<file path="config.mk">
export PLATFORM = sky130hd
export DESIGN_NAME = uirq_dispatch
export DESIGN_NICKNAME = d
export VERILOG_FILES = /design/src/rtl/uirq_pkg.sv /design/src/rtl/uirq_regtab.sv /design/src/rtl/uirq_queue.sv /design/src/rtl/uirq_dispatch.sv
export SDC_FILE = /design/constraint.sdc
export NUM_CORES = 1
export LEC_CHECK = 0
export BUFFER_PORTS_ARGS = -buffer_cell sky130_fd_sc_hd__clkbuf_2
export CAP_MARGIN = 20
export CORE_AREA = 2 2 254 256
export CTS_BUF_LIST = sky130_fd_sc_hd__clkbuf_4
export DETAILED_ROUTE_END_ITERATION = 8
export DIE_AREA = 0 0 256 258
export PLACE_DENSITY_LB_ADDON = 0.08
export SLEW_MARGIN = 15
export SYNTH_ARGS = -nofsm -noshare
export SYNTH_HDL_FRONTEND = slang
export SYNTH_HIERARCHICAL = 1
export SYNTH_SLANG_ARGS = --single-unit
</file>
<file path="constraint.sdc">
create_clock -name clk -period 14.8 [get_ports clk]
set_input_delay 1.48 -clock clk [delete_from_list [all_inputs] [get_ports clk]]
set_output_delay 1.48 -clock clk [all_outputs]
set_load 0.05 [all_outputs]
</file>
<file path="src/rtl/uirq_pkg.sv">
package uirq_pkg;

  typedef enum logic [1:0] {
    EV_XLATE_MISS = 2'd0,
    EV_TASK_END   = 2'd1,
    EV_GRANT      = 2'd2,
    EV_REFUSE     = 2'd3
  } ev_kind_e;

  // Lower rank is served first; both allocator replies share one rank.
  function automatic logic [1:0] ev_rank(input logic [1:0] kind);
    return (kind == EV_REFUSE) ? 2'd2 : kind;
  endfunction

endpackage

</file>
<file path="src/rtl/uirq_regtab.sv">
module uirq_regtab #(
  parameter int SRC_W  = 3,
  parameter int TID_W  = 4,
  parameter int ADDR_W = 16,
  parameter int ARG_W  = 16
) (
  input  logic              clk,
  input  logic              rst,
  input  logic              wr_en,
  input  logic              wr_keep,
  input  logic [SRC_W-1:0]  wr_src,
  input  logic [TID_W-1:0]  wr_tid,
  input  logic [ADDR_W-1:0] wr_addr,
  input  logic [ARG_W-1:0]  wr_arg,
  input  logic [SRC_W-1:0]  rd_src,
  output logic              rd_hit,
  output logic [TID_W-1:0]  rd_tid,
  output logic [ADDR_W-1:0] rd_addr,
  output logic [ARG_W-1:0]  rd_arg
);
  localparam int ENTRIES = 1 << SRC_W;

  logic [ENTRIES-1:0] live_q;
  logic [TID_W-1:0]   tid_mem  [ENTRIES];
  logic [ADDR_W-1:0]  addr_mem [ENTRIES];
  logic [ARG_W-1:0]   arg_mem  [ENTRIES];

  // Payload columns carry no reset so they map onto distributed RAM.
  always_ff @(posedge clk) begin
    if (wr_en) begin
      tid_mem[wr_src]  <= wr_tid;
      addr_mem[wr_src] <= wr_addr;
      arg_mem[wr_src]  <= wr_arg;
    end
  end

  always_ff @(posedge clk) begin
    if (rst)        live_q         <= '0;
    else if (wr_en) live_q[wr_src] <= wr_keep;
  end

  assign rd_hit  = live_q[rd_src];
  assign rd_tid  = tid_mem[rd_src];
  assign rd_addr = addr_mem[rd_src];
  assign rd_arg  = arg_mem[rd_src];


  unreg_clears_chk: assert property (@(posedge clk) disable iff (rst)
    (wr_en && !wr_keep) |=> !live_q[$past(wr_src)]);
endmodule

</file>
<file path="src/rtl/uirq_queue.sv">
module uirq_queue
  import uirq_pkg::*;
#(
  parameter int DEPTH  = 4,
  parameter int DATA_W = 16
) (
  input  logic              clk,
  input  logic              rst,
  input  logic              push_i,
  input  logic [1:0]        push_kind,
  input  logic [DATA_W-1:0] push_data,
  input  logic              pop_i,
  output logic              full_o,
  output logic              sel_valid,
  output logic [1:0]        sel_kind,
  output logic [DATA_W-1:0] sel_data
);
  localparam int IDX_W = (DEPTH > 1) ? $clog2(DEPTH) : 1;
  localparam int CNT_W = $clog2(DEPTH + 1);

  // Slot 0 always holds the oldest packet; removal closes the gap.
  logic [1:0]        kind_q [DEPTH];
  logic [DATA_W-1:0] data_q [DEPTH];
  logic [1:0]        kind_n [DEPTH];
  logic [DATA_W-1:0] data_n [DEPTH];
  logic [CNT_W-1:0]  count_q, count_n;
  logic [IDX_W-1:0]  sel_idx;
  logic [1:0]        best_rank;

  always_comb begin
    best_rank = 2'd3;
    sel_idx   = '0;
    sel_valid = 1'b0;
    for (int i = DEPTH - 1; i >= 0; i--) begin
      if (CNT_W'(i) < count_q && ev_rank(kind_q[i]) <= best_rank) begin
        best_rank = ev_rank(kind_q[i]);
        sel_idx   = IDX_W'(i);
        sel_valid = 1'b1;
      end
    end
  end

  assign sel_kind = kind_q[sel_idx];
  assign sel_data = data_q[sel_idx];
  assign full_o   = (count_q == CNT_W'(DEPTH));

  always_comb begin
    kind_n  = kind_q;
    data_n  = data_q;
    count_n = count_q;
    if (pop_i && sel_valid) begin
      for (int i = 0; i < DEPTH - 1; i++) begin
        if (IDX_W'(i) >= sel_idx) begin
          kind_n[i] = kind_q[i+1];
          data_n[i] = data_q[i+1];
        end
      end
      count_n = count_q - 1'b1;
    end
    if (push_i && count_n < CNT_W'(DEPTH)) begin
      kind_n[IDX_W'(count_n)] = push_kind;
      data_n[IDX_W'(count_n)] = push_data;
      count_n = count_n + 1'b1;
    end
  end

  always_ff @(posedge clk) begin
    kind_q <= kind_n;
    data_q <= data_n;
    if (rst) count_q <= '0;
    else     count_q <= count_n;
  end


  no_overflow_chk: assert property (@(posedge clk) disable iff (rst)
    push_i |-> !full_o);


  always_ff @(posedge clk) begin
    if (!rst && sel_valid) begin
      for (int i = 0; i < DEPTH; i++) begin
        if (CNT_W'(i) < count_q)
          prio_order_chk: assert (ev_rank(kind_q[i]) >= ev_rank(sel_kind))
            else $error("queued packet outranks the selected one");
      end
    end
  end
endmodule

</file>
<file path="src/rtl/uirq_dispatch.sv">
module uirq_dispatch
  import uirq_pkg::*;
#(
  parameter int SRC_W  = 3,
  parameter int TID_W  = 4,
  parameter int ADDR_W = 16,
  parameter int ARG_W  = 16,
  parameter int PAY_W  = 16,
  parameter int DEPTH  = 4
) (
  input  logic              clk,
  input  logic              rst,
  input  logic              reg_we,
  input  logic              reg_keep,
  input  logic [SRC_W-1:0]  reg_src,
  input  logic [TID_W-1:0]  reg_tid,
  input  logic [ADDR_W-1:0] reg_handler,
  input  logic [ARG_W-1:0]  reg_arg,
  input  logic              pkt_valid,
  input  logic [SRC_W-1:0]  pkt_src,
  input  logic [1:0]        pkt_kind,
  input  logic [PAY_W-1:0]  pkt_payload,
  input  logic [TID_W-1:0]  cur_tid,
  input  logic              hret,
  output logic              vec_valid,
  output logic [ADDR_W-1:0] vec_handler,
  output logic [ARG_W-1:0]  vec_arg,
  output logic [1:0]        vec_kind,
  output logic [SRC_W-1:0]  vec_src,
  output logic [PAY_W-1:0]  vec_payload,
  output logic              os_req,
  output logic [SRC_W-1:0]  os_src,
  output logic [1:0]        os_kind,
  output logic [PAY_W-1:0]  os_payload
);
  localparam int DATA_W = TID_W + ADDR_W + ARG_W + PAY_W + SRC_W;

  logic              tab_hit;
  logic [TID_W-1:0]  tab_tid;
  logic [ADDR_W-1:0] tab_addr;
  logic [ARG_W-1:0]  tab_arg;
  logic              q_full, q_valid, to_user, to_os, issue;
  logic [1:0]        q_kind;
  logic [DATA_W-1:0] q_data;
  logic [TID_W-1:0]  q_tid, vec_tid_q;
  logic [ADDR_W-1:0] q_addr;
  logic [ARG_W-1:0]  q_arg;
  logic [PAY_W-1:0]  q_pay;
  logic [SRC_W-1:0]  q_src;

  uirq_regtab #(.SRC_W(SRC_W), .TID_W(TID_W), .ADDR_W(ADDR_W), .ARG_W(ARG_W)) tab_i (
    .clk(clk), .rst(rst), .wr_en(reg_we), .wr_keep(reg_keep), .wr_src(reg_src),
    .wr_tid(reg_tid), .wr_addr(reg_handler), .wr_arg(reg_arg), .rd_src(pkt_src),
    .rd_hit(tab_hit), .rd_tid(tab_tid), .rd_addr(tab_addr), .rd_arg(tab_arg));

  // Routing is decided once, on arrival, against the table snapshot.
  assign to_user = pkt_valid && tab_hit && (tab_tid == cur_tid) && !q_full;
  assign to_os   = pkt_valid && !to_user;

  uirq_queue #(.DEPTH(DEPTH), .DATA_W(DATA_W)) q_i (
    .clk(clk), .rst(rst), .push_i(to_user), .push_kind(pkt_kind),
    .push_data({tab_tid, tab_addr, tab_arg, pkt_payload, pkt_src}),
    .pop_i(issue), .full_o(q_full), .sel_valid(q_valid), .sel_kind(q_kind),
    .sel_data(q_data));

  assign {q_tid, q_addr, q_arg, q_pay, q_src} = q_data;
  assign issue = q_valid && !vec_valid && (q_tid == cur_tid);

  always_ff @(posedge clk) begin
    if (rst) begin
      vec_valid <= 1'b0;
      os_req    <= 1'b0;
    end else begin
      os_req <= to_os;
      if (issue)     vec_valid <= 1'b1;
      else if (hret) vec_valid <= 1'b0;
    end
  end

  always_ff @(posedge clk) begin
    if (to_os) begin
      os_src     <= pkt_src;
      os_kind    <= pkt_kind;
      os_payload <= pkt_payload;
    end
    if (issue) begin
      vec_handler <= q_addr;
      vec_arg     <= q_arg;
      vec_kind    <= q_kind;
      vec_src     <= q_src;
      vec_payload <= q_pay;
      vec_tid_q   <= q_tid;
    end
  end


  one_handler_chk: assert property (@(posedge clk) disable iff (rst)
    (vec_valid && !hret) |=> (vec_valid && $stable(vec_handler) && $stable(vec_payload)));


  unreg_to_os_chk: assert property (@(posedge clk) disable iff (rst)
    (pkt_valid && !tab_hit) |=> (os_req && os_src == $past(pkt_src)));


  thread_match_chk: assert property (@(posedge clk) disable iff (rst)
    $rose(vec_valid) |-> (vec_tid_q == $past(cur_tid)));


  ret_gap_chk: assert property (@(posedge clk) disable iff (rst)
    (vec_valid && hret) |=> !vec_valid);
endmodule

</file>
==> impl_metrics.tcl <==
set metrics [dict create \
    status "complete, no violations" \
    first_iter_violations 798 \
    io-pin-count 146 \
    crit_arrival_ns 10.17 \
    end_kind "flop" \
    rsz0062_at_grt "no" \
    global_route_wire_length_before_repair_mm 89.76 \
    cts_h_tree_depth 4 \
    critical_path_class "flop to flop" \
    core.rowCount 93 \
    ctsLongestPathBuffers 3 \
    timing.hold.worst_endpoint "tab_i/live_q[1]" \
    achievable-frequency_ghz 0.1039 \
    root_buffer "sky130_fd_sc_hd__clkbuf_4" \
    postSynthRegisterBits 603 \
    slowest_stage "sky130_fd_sc_hd__buf_4" \
    reg2reg_to "q_i/data_q[23]" \
    postSynth.topFlopCell "sky130_fd_sc_hd__edfxtp_1" \
    clock_pin_slew_worst_setup_and_hold_paths_ns 0.06 \
    critPathMaxFanout 74 \
    synth.avg_cell_area_sq_um 14.57 \
    fp.dieArea_sq_um 66050 \
    num_vias 14870 \
    routabilityCongestion 0.7478 \
    worst-endpoint-required_ns 15.34 \
    grt_pass1_vias 15040 \
    worstHoldPathType "flop to flop" \
    final_layout_size_suffix_gt1_share_pct 33.29 \
    leading_cell_types_in_the_layout_fill_and_taps_excluded "sky130_fd_sc_hd__edfxtp_1 (419), sky130_fd_sc_hd__clkbuf_4 (260), sky130_fd_sc_hd__nand2_1 (191), sky130_fd_sc_hd__dfxtp_1 (184), sky130_fd_sc_hd__clkbuf_2 (143)" \
    synthDistinctLibCells 60 \
    ctsHoldBuffers 0 \
    grt_antenna_before_repair 4 \
    ys.warnings.count 6 \
    holdCritStartpoint "tab_i/live_q[1]" \
    timing.setup.tns_ns 0 \
    max_stage_delay_ns 0.77 \
    cts_tree "built" \
    ff2ff_path_depth 30 \
    cells_after_synthesis 1716 \
    netlist_top_cells_area "sky130_fd_sc_hd__edfxtp_1 (50%), sky130_fd_sc_hd__dfxtp_1 (15%), sky130_fd_sc_hd__mux4_2 (6.7%), sky130_fd_sc_hd__mux2_2 (5.9%), sky130_fd_sc_hd__mux2i_1 (4.9%)" \
    io_buffer_count 145 \
    cts_made_buffers 165 \
    pwr_cell_area_nw_per_um2 125.0 \
    drv_cap 0 \
    routedWlPerCell_um 20.06 \
    drt_pre_antenna_iters 5 \
    grt_max_degree 79 \
    postSynth.asyncResetShare_pct 0 \
    setup_viol_count_final 0 \
    layout_commonest_cell "sky130_fd_sc_hd__edfxtp_1" \
    dieWidth_um 256 \
    timing_worst_slew_pin_value_ns 0.9721 \
    syn_to_final_growth_pct 14.83 \
    worstHoldPathCells 2 \
    synth-edff-count 419 \
    synth_nets 1794 \
    startpoint_of_the_worst_register_to_register_path "q_i/count_q[2]" \
    post_cts_buffers 0 \
    core_sq_um 63650 \
    fin_nets 2018 \
    post-route-period-util_pct 65.06 \
    timing.final.max_slew_violations 0 \
    timing.max_slew.rel_slack_pct 35.19 \
    period_needed_ns 9.629 \
    cts-resized-gates 0 \
    cts_sinks 603 \
    global_route.usage.total_pct 17.90 \
    netlist.area_leader.share_pct 50.31 \
    synth_sequential_area_ratio_pct 65.04 \
    insertion_delay_ns 0.96 \
    detail_route.wirelength_mm 58.76 \
    vias_per_std_cell 5.077 \
    detail-route-antenna-nets 0 \
    remaining_drc_errors 0 \
    fin_util_pct 45.12 \
    worst_hold_slack_ns 0.4926 \
    hpwl_mm 32.69 \
    startpoint_type_of_the_worst_setup_path "flop" \
    global_route.overflow_total 0 \
    peak_supply_drop_mv 0.06270 \
    floorplan.initialDensity_pct 39.29 \
    setup.reg_to_reg.worst_slack_ns 5.17 \
    finalClockSkew_ns 0.05597 \
    yosysTopAreaCell "sky130_fd_sc_hd__edfxtp_1" \
    synthesis.area_sq_um 25010 \
    dieHeight_um 258 \
    report.final.hold_viol_count 0 \
    static-leakage-power_nw 11.06 \
]
metrics by stage:
step | std cells | instance area, sq um | power (mW) | setup WS (ns)
after CTS | 2928 | 28720 | 3.663 | 5.096
final | 2929 | 28720 | 3.589 | 5.171
after global placement | 2628 | 26510 | 2.091 | 5.288
after floorplan | 1716 | 25010 | 2.025 | 3.588
after detailed placement | 2628 | 26510 | 2.096 | 5.176
after global routing | 2929 | 28720 | 3.763 | 4.422
per-layer routing:
| metal | vias up | track usage [%] | share of wire, % | routed length (um) |
|---|---|---|---|---|
| met1 | 7369 | 22.62 | 45 | 26480 |
| met5 | - | 0 | 0.046 | 27 |
| met3 | 87 | 4.633 | 4.5 | 2670 |
| met4 | 4 | 7.164 | 2.0 | 1194 |
| li1 | 7063 | - | - | - |
| met2 | 348 | 29.45 | 48 | 28380 |
cell type report:
cell class	instances	area, sq um
antenna	1	2.502
clock buffer	260	1952
clock inverter	40	251.5
fill	5880	34930
inverter	10	37.54
multi-input combinational	989	8214
sequential	603	16270
tap	855	1070
timing repair buffer	171	925.9
cells by family after synthesis:
logic type | after synthesis | synth area share (%)
AOI/OAI and AO/OA | 266 | 6.574
buffers and inverters | 124 | 2.511
xor gates and xnor gates | 9 | 0.3152
muxes | 346 | 18.59
DFF | 603 | 65.04
and+or+nand+nor | 360 | 6.579
adders and majority gates | 8 | 0.4002
how the worst max path moves through the flow:
stage	startpoint	endpoint	slack, ns	cells past startpoint
after detailed placement	q_i/count_q[2]	q_i/data_q[22]	5.18	30
after global routing	q_i/count_q[2]	q_i/data_q[26]	4.42	30
final	q_i/count_q[2]	q_i/data_q[23]	5.17	30
after floorplan	q_i/count_q[2]	q_i/data_q[0]	3.59	30
after global placement	q_i/count_q[2]	q_i/data_q[22]	5.29	30
after CTS	q_i/count_q[2]	q_i/data_q[26]	5.10	30
synthesized netlist by cell type, types with 3 or more instances:
library cell               count
sky130_fd_sc_hd__a211oi_1     57
sky130_fd_sc_hd__a21oi_1      60
sky130_fd_sc_hd__a31oi_1      58
sky130_fd_sc_hd__and2_1       58
sky130_fd_sc_hd__and4bb_2      3
sky130_fd_sc_hd__buf_1         5
sky130_fd_sc_hd__buf_2        40
sky130_fd_sc_hd__buf_4         8
sky130_fd_sc_hd__buf_6        11
sky130_fd_sc_hd__clkbuf_1     50
sky130_fd_sc_hd__dfxtp_1     184
sky130_fd_sc_hd__edfxtp_1    419
sky130_fd_sc_hd__ha_1          8
sky130_fd_sc_hd__inv_1         9
sky130_fd_sc_hd__mux2_2      131
sky130_fd_sc_hd__mux2_4       19
sky130_fd_sc_hd__mux2i_1     122
sky130_fd_sc_hd__mux4_2       74
sky130_fd_sc_hd__nand2_1     191
sky130_fd_sc_hd__nand2b_1      6
sky130_fd_sc_hd__nand3_1       5
sky130_fd_sc_hd__nand4b_1      3
sky130_fd_sc_hd__nor2_1       71
sky130_fd_sc_hd__nor2b_1       5
sky130_fd_sc_hd__nor3b_1       3
sky130_fd_sc_hd__o211ai_1      5
sky130_fd_sc_hd__o21a_1        5
sky130_fd_sc_hd__o21ai_0      34
sky130_fd_sc_hd__o21ai_1      30
sky130_fd_sc_hd__or2_1         3
sky130_fd_sc_hd__xnor2_1       4
sky130_fd_sc_hd__xor2_1        5
flip-flops by register name (all words and copies together), names as in the netlist:
signal and count:
vec_arg 16, vec_handler 16, os_src 3, q_i/count_q 3
tab_i/tid_mem 32, tab_i/addr_mem 128, vec_valid 1, q_i/kind_q 8
os_kind 2, os_req 1, tab_i/arg_mem 128, os_payload 16
q_i/data_q 220, vec_payload 16, vec_src 3, tab_i/live_q 8
vec_kind 2
critical path: cells and delay by family (launching register included):
kind | cells | cell delay [ns]
simple gates | 11 | 2.54
buf+inv | 5 | 2.72
xor+xnor | 1 | 0.14
compound gates | 10 | 2.15
flops | 1 | 0.63
fa+ha+maj | 3 | 0.84
power by group:
part	internal, mW	total [mW]	switching [mW]
Clock	0.848	1.53	0.685
Combinational	0.0776	0.187	0.110
Sequential	1.85	1.87	0.0135
No activity file was read; power rests on OpenSTA's default activity.
